===== config.mk =====
export PLATFORM = sky130hd
export DESIGN_NAME = flt_mul
export DESIGN_NICKNAME = d
export VERILOG_FILES = /design/src/rtl/flt_mul_pkg.sv /design/src/rtl/flt_mul_exp.sv /design/src/rtl/flt_mul_core.sv /design/src/rtl/flt_mul_round.sv /design/src/rtl/flt_mul.sv
export SDC_FILE = /design/constraint.sdc
export NUM_CORES = 1
export LEC_CHECK = 0
export BUFFER_PORTS_ARGS = -buffer_cell sky130_fd_sc_hd__buf_2
export CORE_MARGIN = 4
export CORE_UTILIZATION = 59
export CTS_BUF_LIST = sky130_fd_sc_hd__clkbuf_4 sky130_fd_sc_hd__clkbuf_8 sky130_fd_sc_hd__clkbuf_16
export DETAILED_ROUTE_END_ITERATION = 10
export PLACE_DENSITY_LB_ADDON = 0.05
export REMOVE_ABC_BUFFERS = 1
export SYNTH_ARGS = -nofsm -noshare
export SYNTH_HDL_FRONTEND = slang
export SYNTH_SLANG_ARGS = --single-unit

===== constraint.sdc =====
create_clock -name clk -period 5.5 [get_ports clk]
set_input_delay 0.825 -clock clk [delete_from_list [all_inputs] [get_ports clk]]
set_output_delay 0.825 -clock clk [all_outputs]
set_load 0.03 [all_outputs]

===== src/rtl/flt_mul_pkg.sv =====
// Shared types for the sequential floating-point multiplier.
// Assumes: nothing beyond IEEE 1800-2017 packed types.
package flt_mul_pkg;

    // Control sequence of the multiplier.
    typedef enum logic [1:0] {
        ST_IDLE = 2'd0,
        ST_RUN  = 2'd1,
        ST_FIN  = 2'd2
    } mul_state_t;

    // Early outcome decided by the exponents alone.
    typedef struct packed {
        logic zero;
        logic ovf;
    } early_t;

endpackage


===== src/rtl/flt_mul_exp.sv =====
// Exponent stage: adds the two biased exponents and removes the bias.
// The test for out-of-range sums compares the carry out of the addition
// with the top bit of the sum. Equal values mean overflow (both set) or
// underflow (both clear).
// Assumes: the bias is 2^(EXP_W-1); an exponent field of zero means zero.
module flt_mul_exp
    import flt_mul_pkg::*;
#(
    parameter int EXP_W = 8
) (
    input  logic [EXP_W-1:0] exp_a,
    input  logic [EXP_W-1:0] exp_b,
    output early_t           early,
    output logic [EXP_W-1:0] exp_sum
);

    logic [EXP_W:0] sum;
    logic           cy;
    logic           msb;
    logic           any_zero;

    // Purpose: raw sum plus range classification.
    always_comb begin
        sum      = {1'b0, exp_a} + {1'b0, exp_b};
        cy       = sum[EXP_W];
        msb      = sum[EXP_W-1];
        any_zero = (exp_a == '0) || (exp_b == '0);
        // Taking the bias off modulo 2^EXP_W flips the top bit.
        exp_sum    = {~msb, sum[EXP_W-2:0]};
        early.ovf  = !any_zero && cy && msb;
        early.zero = any_zero || (!cy && !msb) || ((cy != msb) && (exp_sum == '0));
    end

endmodule


===== src/rtl/flt_mul_core.sv =====
// Shift-and-add mantissa multiplier. It handles one multiplier bit per
// cycle, least-significant first, with a right-shifting accumulator that
// keeps only the top PROD_W bits of the exact product. When SKIP_EN is
// set, an all-zero multiplier chunk at a chunk boundary is consumed in one
// cycle.
// Assumes: MANT_W is a multiple of CHUNK_W; load and run are never both high.
module flt_mul_core #(
    parameter int MANT_W  = 24,
    parameter int GUARD_W = 8,
    parameter int CHUNK_W = 8,
    parameter bit SKIP_EN = 1'b1,
    localparam int PROD_W = MANT_W + GUARD_W,
    localparam int HI_W   = MANT_W + 2,
    localparam int CNT_W  = $clog2(MANT_W + 1)
) (
    input  logic              clk,
    input  logic              rst_n,
    input  logic              load,
    input  logic              run,
    input  logic [MANT_W-1:0] mcand,
    input  logic [MANT_W-1:0] mplier,
    output logic [HI_W-1:0]   prod_hi,
    output logic              last
);

    logic [PROD_W-1:0] acc_q;
    logic [PROD_W-1:0] addend_q;
    logic [MANT_W-1:0] mq_q;
    logic [CNT_W-1:0]  cnt_q;

    logic              skip;
    logic [PROD_W:0]   step_sum;
    logic [PROD_W-1:0] acc_d;
    logic [MANT_W-1:0] mq_d;
    logic [CNT_W-1:0]  cnt_d;

    // Variant pick: byte-skip detection present or tied off.
    generate
        if (SKIP_EN) begin : g_skip
            assign skip = ((cnt_q % CNT_W'(CHUNK_W)) == '0) && (mq_q[CHUNK_W-1:0] == '0);
        end else begin : g_noskip
            assign skip = 1'b0;
        end
    endgenerate

    // Purpose: next accumulator, multiplier and count for one cycle.
    always_comb begin
        step_sum = {1'b0, acc_q} + (mq_q[0] ? {1'b0, addend_q} : '0);
        if (skip) begin
            acc_d = acc_q >> CHUNK_W;
            mq_d  = mq_q >> CHUNK_W;
            cnt_d = cnt_q + CNT_W'(CHUNK_W);
        end else begin
            acc_d = step_sum[PROD_W:1];
            mq_d  = mq_q >> 1;
            cnt_d = cnt_q + CNT_W'(1);
        end
    end

    assign last    = run && (cnt_d == CNT_W'(MANT_W));
    assign prod_hi = acc_q[PROD_W-1 -: HI_W];

    // Purpose: load a new pair or advance the multiplication.
    always_ff @(posedge clk) begin
        if (!rst_n) begin
            acc_q    <= '0;
            addend_q <= '0;
            mq_q     <= '0;
            cnt_q    <= '0;
        end else if (load) begin
            acc_q    <= '0;
            addend_q <= {mcand, {GUARD_W{1'b0}}};
            mq_q     <= mplier;
            cnt_q    <= '0;
        end else if (run) begin
            acc_q <= acc_d;
            mq_q  <= mq_d;
            cnt_q <= cnt_d;
        end
    end

endmodule


===== src/rtl/flt_mul_round.sv =====
// Normalise-and-round stage. It takes the top MANT_W+2 product bits, shifts
// left once when the leading bit is clear (lowering the exponent), then
// adds the guard bit. A mantissa carry resets the mantissa to its
// leading one and raises the exponent.
// Assumes: the product leading one sits in one of its two top bits.
module flt_mul_round #(
    parameter int EXP_W  = 8,
    parameter int MANT_W = 24
) (
    input  logic [MANT_W+1:0] prod_hi,
    input  logic [EXP_W-1:0]  exp_in,
    output logic [MANT_W-1:0] mant,
    output logic [EXP_W-1:0]  exp_out,
    output logic              uflow,
    output logic              oflow
);

    logic            shift;
    logic [MANT_W:0] norm;
    logic [MANT_W:0] rsum;
    logic            carry;
    logic [EXP_W-1:0] e1;

    // Purpose: one-step normalisation, guard rounding, exponent update.
    always_comb begin
        shift = !prod_hi[MANT_W+1];
        norm  = shift ? prod_hi[MANT_W:0] : prod_hi[MANT_W+1:1];
        rsum  = {1'b0, norm[MANT_W:1]} + (MANT_W+1)'(norm[0]);
        carry = rsum[MANT_W];
        mant  = carry ? {1'b1, {(MANT_W-1){1'b0}}} : rsum[MANT_W-1:0];
        e1    = exp_in - EXP_W'(shift);
        uflow = shift && (e1 == '0);
        {oflow, exp_out} = {1'b0, e1} + (EXP_W+1)'(carry);
    end

endmodule


===== src/rtl/flt_mul.sv =====
// Sequential floating-point multiplier top. Word = {exponent, sign,
// fraction}, with an implied leading one in the fraction. Accepts start
// while idle, runs the mantissa core, then normalises, rounds and
// reports with a one-cycle done. Results with a zero operand or an
// out-of-range exponent finish without running the core.
// Assumes: synchronous active-low reset; operands are sampled only at start.
module flt_mul
    import flt_mul_pkg::*;
#(
    parameter int EXP_W   = 8,
    parameter int MANT_W  = 24,
    parameter int GUARD_W = 8,
    parameter int CHUNK_W = 8,
    parameter bit SKIP_EN = 1'b1,
    localparam int WORD_W = EXP_W + MANT_W
) (
    input  logic              clk,
    input  logic              rst_n,
    input  logic              start,
    input  logic [WORD_W-1:0] op_a,
    input  logic [WORD_W-1:0] op_b,
    output logic              done,
    output logic [WORD_W-1:0] result,
    output logic              overflow
);

    localparam int SIGN_B = MANT_W - 1;

    mul_state_t        state_q;
    early_t            early_d;
    early_t            early_q;
    logic [EXP_W-1:0]  exp_d;
    logic [EXP_W-1:0]  exp_q;
    logic              sign_q;
    logic              accept;
    logic              last;
    logic [MANT_W+1:0] prod_hi;
    logic [MANT_W-1:0] mant;
    logic [EXP_W-1:0]  exp_fin;
    logic              r_uflow;
    logic              r_oflow;
    logic              done_q;
    logic [WORD_W-1:0] result_q;
    logic              ovf_q;

    assign accept = (state_q == ST_IDLE) && start;

    flt_mul_exp #(.EXP_W(EXP_W)) u_exp (
        .exp_a   (op_a[WORD_W-1:MANT_W]),
        .exp_b   (op_b[WORD_W-1:MANT_W]),
        .early   (early_d),
        .exp_sum (exp_d)
    );

    flt_mul_core #(
        .MANT_W  (MANT_W),
        .GUARD_W (GUARD_W),
        .CHUNK_W (CHUNK_W),
        .SKIP_EN (SKIP_EN)
    ) u_core (
        .clk     (clk),
        .rst_n   (rst_n),
        .load    (accept),
        .run     (state_q == ST_RUN),
        .mcand   ({1'b1, op_a[SIGN_B-1:0]}),
        .mplier  ({1'b1, op_b[SIGN_B-1:0]}),
        .prod_hi (prod_hi),
        .last    (last)
    );

    flt_mul_round #(.EXP_W(EXP_W), .MANT_W(MANT_W)) u_round (
        .prod_hi (prod_hi),
        .exp_in  (exp_q),
        .mant    (mant),
        .exp_out (exp_fin),
        .uflow   (r_uflow),
        .oflow   (r_oflow)
    );

    // Purpose: sequence idle -> run -> finish, capturing operand-side state.
    always_ff @(posedge clk) begin
        if (!rst_n) begin
            state_q <= ST_IDLE;
            early_q <= '0;
            exp_q   <= '0;
            sign_q  <= 1'b0;
        end else begin
            case (state_q)
                ST_IDLE: if (accept) begin
                    early_q <= early_d;
                    exp_q   <= exp_d;
                    sign_q  <= op_a[SIGN_B] ^ op_b[SIGN_B];
                    state_q <= (early_d.zero || early_d.ovf) ? ST_FIN : ST_RUN;
                end
                ST_RUN:  if (last) state_q <= ST_FIN;
                default: state_q <= ST_IDLE;
            endcase
        end
    end

    // Purpose: publish result and flag once per operation with a done pulse.
    always_ff @(posedge clk) begin
        if (!rst_n) begin
            done_q   <= 1'b0;
            result_q <= '0;
            ovf_q    <= 1'b0;
        end else begin
            done_q <= (state_q == ST_FIN);
            if (state_q == ST_FIN) begin
                if (early_q.ovf || (!early_q.zero && r_oflow)) begin
                    ovf_q    <= 1'b1;
                    result_q <= '0;
                end else if (early_q.zero || r_uflow || !mant[MANT_W-1]) begin
                    ovf_q    <= 1'b0;
                    result_q <= '0;
                end else begin
                    ovf_q    <= 1'b0;
                    result_q <= {exp_fin, sign_q, mant[MANT_W-2:0]};
                end
            end
        end
    end

    assign done     = done_q;
    assign result   = result_q;
    assign overflow = ovf_q;

endmodule


==> reports/metrics.yaml, run 1 <==
synth_ff_type: "dfxtp_1"
r2r_slack_ns: 1.20
timing.rr.end: "result[16]"
antenna_found_initial: 0
regArea_mm2: 0.00252
cts_resized: 0
clk_latency_ns: 0.42
crit_start: "u_core.acc_q[31]"
synth_adder_area_share_pct: 6.92
hold_ws_ns: 0.458
syn_inst: 996
crit_path_max_fanout: 55
final_common_cell: "nand2_1"
worst-endpoint-required_ns: 5.80
dp_hpwl_mm: 13.5
clock_skew_ns: 0.00731
h-tree-depth: 4
n_fill_cell: 1170
rsz0062_at_grt: "no"
p_per_area_mw_per_mm2: 314
grt_max_degree: 66
grtUsageTotal_pct: 24.7
multi_input_area_mm2: 0.00512
drt-pass1-iter-count: 5
clkTransAtPathRegs_ns: 0.05
wl_per_cell_um: 15.5
cts_root_buffer: "clkbuf_16"
initial_core_util_pct: 60.3
setup.worst_path.end: "result[16]"
drc_errors: 0
cp-start-kind: "flip-flop"
synth-compound-area-share_pct: 27.3
route.antenna.remaining_nets: 0
status: "completed"
cp.arrival_ns: 4.60
place_ws_ns: 1.31
min_period_ns: 4.30
synth_xor_area_share_pct: 5.26
yosys_warnings: 0
first_global_vias: 6802
diodes: 0
cts_tree: "built"
io_buffers: 100
r2r-start: "u_core.acc_q[31]"
ys_seq_area_share_pct: 31.6
synthMuxAreaShare_pct: 1.96
max_slew_margin_pct: 31.0
cts_made_buffers: 17
clock_sinks: 126
place_congestion: 0.895
hold_buffers: 0
finalCritPeriodShare_pct: 78.1
finalSetupViolations: 0
drtIter0Drc: 394
post_cts_buffers: 0
area_growth_pct: 14.5
die-area_mm2: 0.0155
max_freq_mhz: 233
die_y_um: 124
vias: 7359
end_kind: "flip-flop"
final_cell_mix: "nand2_1 (138), dfxtp_1 (125), buf_2 (100), a21oi_1 (80), nor2_1 (60)"
crit_type: "reg2reg"
vias_per_cell: 5.88
maxCapViolCount: 0
num_io_pins: 101
fin_nets: 1173
overflow: 0
tightestPinTransition_ns: 1.03
avgSynthCellArea_um2: 8.02
p_total_w: 0.00287
async_flop_share_pct: 0
synth_top_family_by_area: "compound AO/OA/AOI/OAI gates"
finalSetupTns_ns: 0
vdd_ir_drop_max_mv: 0.245
drv_slew: 0
grt_pass1_wl_mm: 32.4
yosys.area_share.simple_pct: 22.5
drive_above_1_share_pct: 15.7
rr_worst_depth: 15
synth_seq_cells: 126
syn_area_mm2: 0.00799
layout_setup_ws_ns: 1.20
synth_cell_types: 68
hp-class: "reg2reg"
drt-total-wl_mm: 19.4
synth_edf_count: 0
fp.dieW_um: 124
core-area_mm2: 0.0132
rows: 42
clock_path_buffers: 2
hold_viol: 0
leakagePower_nw: 3.80
## power breakdown
group	switching, W	leakage [nW]	total (W)	internal, W
clock	0.000388	0.309	0.00116	0.000770
sequential	0.0000838	1.03	0.00107	0.000986
combinational	0.000401	2.47	0.000641	0.000241
## cell families after synthesis
| logic type | after synthesis |
|---|---|
| DFF | 126 |
| xor gates and xnor gates | 48 |
| and+or+nand+nor | 364 |
| buffers and inverters | 86 |
| adders and majority gates | 43 |
| muxes | 15 |
| AOI/OAI and AO/OA | 314 |
## how the worst min path moves through the flow
stage	slack, ns	end	from	depth (start not counted)
6_report	0.46	u_core.addend_q[30]	u_core.addend_q[30]	2
5_1_grt	0.48	u_core.addend_q[22]	u_core.addend_q[22]	2
4_1_cts	0.46	u_core.addend_q[31]	u_core.addend_q[31]	1
3_5_place_dp	0.45	u_core.addend_q[31]	u_core.addend_q[31]	1
3_3_place_gp	0.44	u_core.addend_q[31]	u_core.addend_q[31]	1
2_1_floorplan	0.43	u_core.addend_q[31]	u_core.addend_q[31]	1
## routing by layer
layer,global-route usage [%],part of all wire (%),up-vias
met3,4.46,4.9,17
met4,7.03,1.1,0
li1,-,-,3737
met2,42.2,48,180
met5,0,0,-
met1,32.0,46,3425
## cell type report
type / count / area share [%]
clock buffer: 27 / 6.02
clock inverter: 4 / 0.794
inverter: 25 / 1.03
multi-input combinational: 784 / 55.9
sequential: 126 / 27.6
tap: 176 / 2.41
timing repair buffer: 109 / 6.21
## state kept, by name, summed over array words and instances (netlist names)
signal / count
early_q: 2
sign_q: 1
u_core.cnt_q: 5
u_core.acc_q: 26
result: 32
state_q: 2
overflow: 1
u_core.mq_q: 24
exp_q: 8
done: 1
u_core.addend_q: 24
## worst max-delay path, cell delays in order (launching register included)
cell and delay [ns]:
dfxtp_2 0.34, buf_4 0.46, mux2_2 0.27, ha_1 0.22
nand3_1 0.16, or4_4 0.50, nor3_4 0.27, o2111ai_2 0.19
nor2_1 0.25, ha_1 0.22, ha_1 0.19, nand2_1 0.11
nor4_1 0.36, or3_4 0.24, a21oi_4 0.11, a32o_1 0.27
## synthesized netlist by cell type (all sizes together), types with 9 or more instances
master / number / area share (%)
a21o: 14 / 1.3
a211oi: 23 / 2.2
a22o: 31 / 3.4
a21oi: 81 / 5.2
a221oi: 14 / 1.5
buf: 14 / 1.1
mux2i: 10 / 1.3
nor2: 60 / 2.8
a21boi: 29 / 2.7
o211ai: 10 / 0.94
ha: 41 / 6.4
inv: 25 / 1.2
xnor2: 30 / 3.3
o21ai: 51 / 3.2
dfxtp: 126 / 32
xor2: 18 / 2.0
a31oi: 10 / 0.78
clkbuf: 47 / 2.2
nor4: 12 / 1.1
nand4: 9 / 0.70
nand2: 138 / 6.5
nand3: 26 / 1.7
and2: 41 / 3.2
nor2b: 26 / 2.0
nor3: 24 / 1.8
## metrics by stage
step	instances	instance area, um2	utilization, %
3_3_place_gp	1220	8520	64.4
2_1_floorplan	935	7720	-
5_1_grt	1251	9150	69.1
4_1_cts	1251	9150	69.1
3_5_place_dp	1220	8520	64.4
6_report	1251	9150	69.1
Power figures use the tool's default switching activity.
==> run 2, diff against run 1 <==
==> constraint.sdc (replaced) <==
create_clock -name clk -period 4.3 [get_ports clk]
set_input_delay 0.645 -clock clk [delete_from_list [all_inputs] [get_ports clk]]
set_output_delay 0.645 -clock clk [all_outputs]
set_load 0.03 [all_outputs]
==> run 2 against run 1 <==
Against the previous run:
- register-to-register slack lost 0.91 ns
- largest cell class unchanged
- hold slack lost 0.0022 ns
- clock power grew 20%
- first-iteration DRC count grew 1.5%
- via count grew 0.11%
- critical path depth is the same
- cell count grew 0.64%
==> reports/metrics.yaml, run 2 (synthesis gave the netlist of run 1 again) <==
die-area_mm2: 0.0155
p_int_w: 0.00246
hold_depth: 2
drv_slew: 0
crit_type: "reg2reg"
wl_per_cell_um: 15.5
leakagePower_nw: 3.81
overflow: 0
n_fill_cell: 1182
tightestPinTransition_ns: 1.07
max_slew_margin_pct: 28.4
place_congestion: 0.872
multi_input_area_mm2: 0.00512
final_common_cell: "nand2_1"
grt_max_degree: 53
die_y_um: 124
antenna_found_initial: 0
drt-pass1-iter-count: 5
hold_end: "u_core.addend_q[26]"
drtIter0Drc: 400
finalCritPeriodShare_pct: 93.3
switchingPower_w: 0.00114
hold_buffers: 0
timing.rr.end: "result[8]"
vias_per_cell: 5.85
grtUsageTotal_pct: 25.1
max_freq_mhz: 249
core-area_mm2: 0.0132
pwr-share-seq_pct: 37.7
first_global_vias: 6868
drive_above_1_share_pct: 16.5
hp-class: "reg2reg"
rsz0062_at_grt: "no"
final_cell_mix: "nand2_1 (138), dfxtp_1 (125), buf_2 (100), a21oi_1 (80), nor2_1 (59)"
clkTransAtPathRegs_ns: 0.06
power_frac_clock_pct: 38.8
p_comb_share_pct: 23.5
h-tree-depth: 4
vias: 7367
layout_setup_ws_ns: 0.290
cts_made_buffers: 17
r2r_slack_ns: 0.29
route.antenna.remaining_nets: 0
hold_ws_ns: 0.456
worst-endpoint-required_ns: 4.61
cp-start-kind: "flip-flop"
p_sw_share_pct: 31.8
maxCapViolCount: 0
crit_path_max_fanout: 23
clock_sinks: 126
grt_pass1_wl_mm: 33.0
end_kind: "flip-flop"
finalSetupTns_ns: 0
drt-total-wl_mm: 19.5
largest_register_ffs: 32
cp.arrival_ns: 4.32
num_io_pins: 101
rr_worst_depth: 15
diodes: 0
drc_errors: 0
hp-start: "u_core.addend_q[26]"
hold_viol: 0
crit_start: "u_core.acc_q[8]"
area_growth_pct: 14.7
clock_skew_ns: 0.00871
dp_hpwl_mm: 13.8
io_buffers: 100
place_ws_ns: 0.314
clock_path_buffers: 2
cts_tree: "built"
initial_core_util_pct: 60.3
status: "completed"
r2r-start: "u_core.acc_q[8]"
rows: 42
min_period_ns: 4.01
finalSetupViolations: 0
regArea_mm2: 0.00252
p_per_area_mw_per_mm2: 393
fin_nets: 1180
clk_latency_ns: 0.42
vdd_ir_drop_max_mv: 0.321
fp.dieW_um: 124
cts_root_buffer: "clkbuf_16"
==> run 2: changes by cell type in the layout (fill, tap and decap cells not counted) <==
| cell | change |
|---|---|
| clkbuf_8 | -7 |
| nor2_1 | -1 |
| clkinvlp_4 | +4 |
| nor4_2 | +1 |
| clkinv_2 | +3 |
| nor2_2 | +1 |
| nor4_1 | -1 |
| buf_4 | +7 |
| clkbuf_4 | +1 |
==> run 2: final cells by class <==
type	count	area share, %
clock inverters	11	1.28
multi-input cells	784	55.9
clock buffers	21	5.04
inverters	25	1.02
flip-flops and latches	126	27.5
repair buffers	116	6.77
well taps	176	2.40
==> run 2: metrics by stage <==
| step | area (um2) | total power [W] | std cells | utilization [%] |
|---|---|---|---|---|
| after floorplan | 7720 | 0.00195 | 935 | - |
| after global placement | 8570 | 0.00220 | 1227 | 64.7 |
| after detailed placement | 8570 | 0.00221 | 1227 | 64.7 |
| after CTS | 9150 | 0.00361 | 1259 | 69.1 |
| after global routing | 9160 | 0.00380 | 1259 | 69.2 |
| final | 9160 | 0.00360 | 1259 | 69.2 |
==> run 2: how the worst max path moves through the flow <==
stage / end / slack (ns) / depth (start not counted)
after global routing: result[8] / 0.02 / 15
after CTS: result[8] / 0.18 / 15
after detailed placement: result[8] / 0.31 / 15
final: result[8] / 0.29 / 15
after floorplan: result[16] / -0.27 / 15
after global placement: result[5] / 0.42 / 15
==> run 2: metal layers <==
layer	routed length [um]	vias to the layer above	GRT usage (%)
met3	1040	17	5.57
li1	-	3757	-
met1	8940	3416	32.7
met4	189	0	6.06
met2	9330	177	42.6
met5	0	-	0
==> run 2: repair_timing <==
action                     CTS  global route
setup endpoints to repair    0            32
setup buffers                0             0
gates resized for setup      0             2
==> run 2: critical path: stages, from the launching register on <==
cell,delay (ns)
dfxtp_1,0.42
mux2_2,0.19
ha_1,0.20
ha_1,0.24
nand3_1,0.18
or4_4,0.50
nor3_4,0.27
o2111ai_2,0.20
nor2_2,0.18
ha_1,0.20
ha_1,0.20
nand2_1,0.12
nor4_2,0.36
or3_4,0.24
a21oi_4,0.11
a32o_1,0.27
==> run 2: power groups by stage <==
stage | Clock [W] | Sequential [W] | Combinational, W
final | 0.00139 | 0.00136 | 0.000845
after global routing | 0.00148 | 0.00137 | 0.000949
after CTS | 0.00141 | 0.00135 | 0.000841
after detailed placement | 0 | 0.00138 | 0.000833
after global placement | 0 | 0.00138 | 0.000821
after floorplan | 0 | 0.00136 | 0.000588
==> run 3, diff against run 2 <==
--- a/config.mk
+++ b/config.mk
@@ -11,6 +11,7 @@
 export CTS_BUF_LIST = sky130_fd_sc_hd__clkbuf_4 sky130_fd_sc_hd__clkbuf_8 sky130_fd_sc_hd__clkbuf_16
 export DETAILED_ROUTE_END_ITERATION = 10
 export PLACE_DENSITY_LB_ADDON = 0.05
+export RECOVER_POWER = 100
 export REMOVE_ABC_BUFFERS = 1
 export SYNTH_ARGS = -nofsm -noshare
 export SYNTH_HDL_FRONTEND = slang
==> run 3 against run 2 <==
Against the previous run:
- the run now ends with capacitance limit, slew limit left
- critical endpoint unchanged
- total power shrank 0.27%
- die area is the same
- first-iteration DRC count decreased by 0.75%
- clock power about the same
- sequential share of layout area up 0.18 points
- routed wire length barely moved
- fmax increased by 0.37%
- cell count is the same
- critical path depth stayed put
==> reports/metrics.yaml, run 3 (synthesis gave the netlist of run 1 again) <==
status: "finished, violations left"
violations: "capacitance limit, slew limit"
cp.arrival_ns: 4.31
vias: 7364
place_ws_ns: 0.314
crit_type: "reg2reg"
drtIter0Drc: 397
core-area_mm2: 0.0132
cts_root_buffer: "clkbuf_16"
p_per_area_mw_per_mm2: 394
cts_made_buffers: 17
hold_viol: 0
vdd_ir_drop_max_mv: 0.322
diodes: 0
hold_buffers: 0
route.antenna.remaining_nets: 0
clock_sinks: 126
final_common_cell: "nand2_1"
drive_above_1_share_pct: 12.9
dpl.cell_count: 1227
cp-start-kind: "flip-flop"
post_cts_buffers: 0
clk_latency_ns: 0.42
crit_path_max_fanout: 23
hold_ws_ns: 0.455
first_global_vias: 6868
fp.dieW_um: 124
cts_resized: 0
grtUsageTotal_pct: 25.1
end_kind: "flip-flop"
clkTransAtPathRegs_ns: 0.06
finalSetupViolations: 0
overflow: 0
crit_start: "u_core.acc_q[8]"
hp-start: "u_core.addend_q[26]"
leakagePower_nw: 3.63
tightestPinTransition_ns: 2.18
final_cell_mix: "nand2_1 (138), dfxtp_1 (125), a21oi_1 (80), buf_2 (65), nor2_1 (59)"
num_io_pins: 101
dp_hpwl_mm: 13.8
finalNonFillerCells: 1259
largest_register_ffs: 32
place_congestion: 0.872
n_fill_cell: 1209
finalCritPeriodShare_pct: 92.9
antenna_found_initial: 0
drt-pass1-iter-count: 6
min_period_ns: 4.00
drc_errors: 0
initial_core_util_pct: 60.3
hp-class: "reg2reg"
r2r-start: "u_core.acc_q[8]"
finalSetupTns_ns: 0
die-area_mm2: 0.0155
area_growth_pct: 14.0
drt-total-wl_mm: 19.5
max_freq_mhz: 250
grt_max_degree: 53
max_slew_margin_pct: -45.2
cts_tree: "built"
maxCapViolCount: 2
clock_path_buffers: 2
rsz0062_at_grt: "no"
grt_pass1_wl_mm: 33.0
wl_per_cell_um: 15.5
die_y_um: 124
layout_setup_ws_ns: 0.305
rows: 42
worst-endpoint-required_ns: 4.61
drv_slew: 87
clock_skew_ns: 0.00915
vias_per_cell: 5.85
h-tree-depth: 4
io_buffers: 100
fin_nets: 1180
==> run 3: worst paths after layout <==
kind | end | slack (ns) | cells after the start
worst max-delay path | result[8] | 0.30 | 15
worst min-delay path | u_core.addend_q[26] | 0.45 | 2
worst max register to register | result[8] | 0.30 | 15
worst min register to register | u_core.addend_q[26] | 0.45 | 2
==> run 3: per-layer routing <==
metal / global-route usage (%) / routed length [um] / vias up
li1: - / - / 3761
met1: 32.7 / 8900 / 3390
met2: 42.6 / 9360 / 193
met3: 5.57 / 1060 / 20
met4: 6.06 / 199 / 0
met5: 0 / 0 / -
==> run 3: final cells by class <==
class	instances	area (um2)	area share [%]
Inverter	25	93.8	1.03
Clock inverter	11	118	1.29
Multi-Input combinational cell	784	5120	56.3
Sequential cell	126	2520	27.7
Tap cell	176	220	2.42
Timing Repair Buffer	116	562	6.17
Clock buffer	21	462	5.07
==> run 3: where the power goes <==
group | switching, W | internal [W] | leakage [nW] | total, W
Combinational | 0.000530 | 0.000309 | 2.33 | 0.000838
Clock | 0.000512 | 0.000880 | 0.275 | 0.00139
Sequential | 0.0000966 | 0.00126 | 1.03 | 0.00136
Total | 0.00114 | 0.00245 | 3.63 | 0.00359
==> run 3: worst max-delay path, stage by stage, from the launching register on <==
cell	delay [ns]
dfxtp_1	0.42
mux2_2	0.19
ha_1	0.20
ha_1	0.24
nand3_1	0.18
or4_4	0.50
nor3_4	0.27
o2111ai_2	0.20
nor2_2	0.18
ha_1	0.20
ha_1	0.20
nand2_1	0.12
nor4_2	0.36
or3_4	0.24
a21oi_4	0.11
a32o_1	0.27
==> run 3: metrics by stage <==
stage | total power (W) | instance area (um2) | util (%)
6_report | 0.00359 | 9100 | 68.7
4_1_cts | 0.00361 | 9150 | 69.1
3_3_place_gp | 0.00220 | 8570 | 64.7
3_5_place_dp | 0.00221 | 8570 | 64.7
2_1_floorplan | 0.00195 | 7720 | -
5_1_grt | 0.00379 | 9100 | 68.7
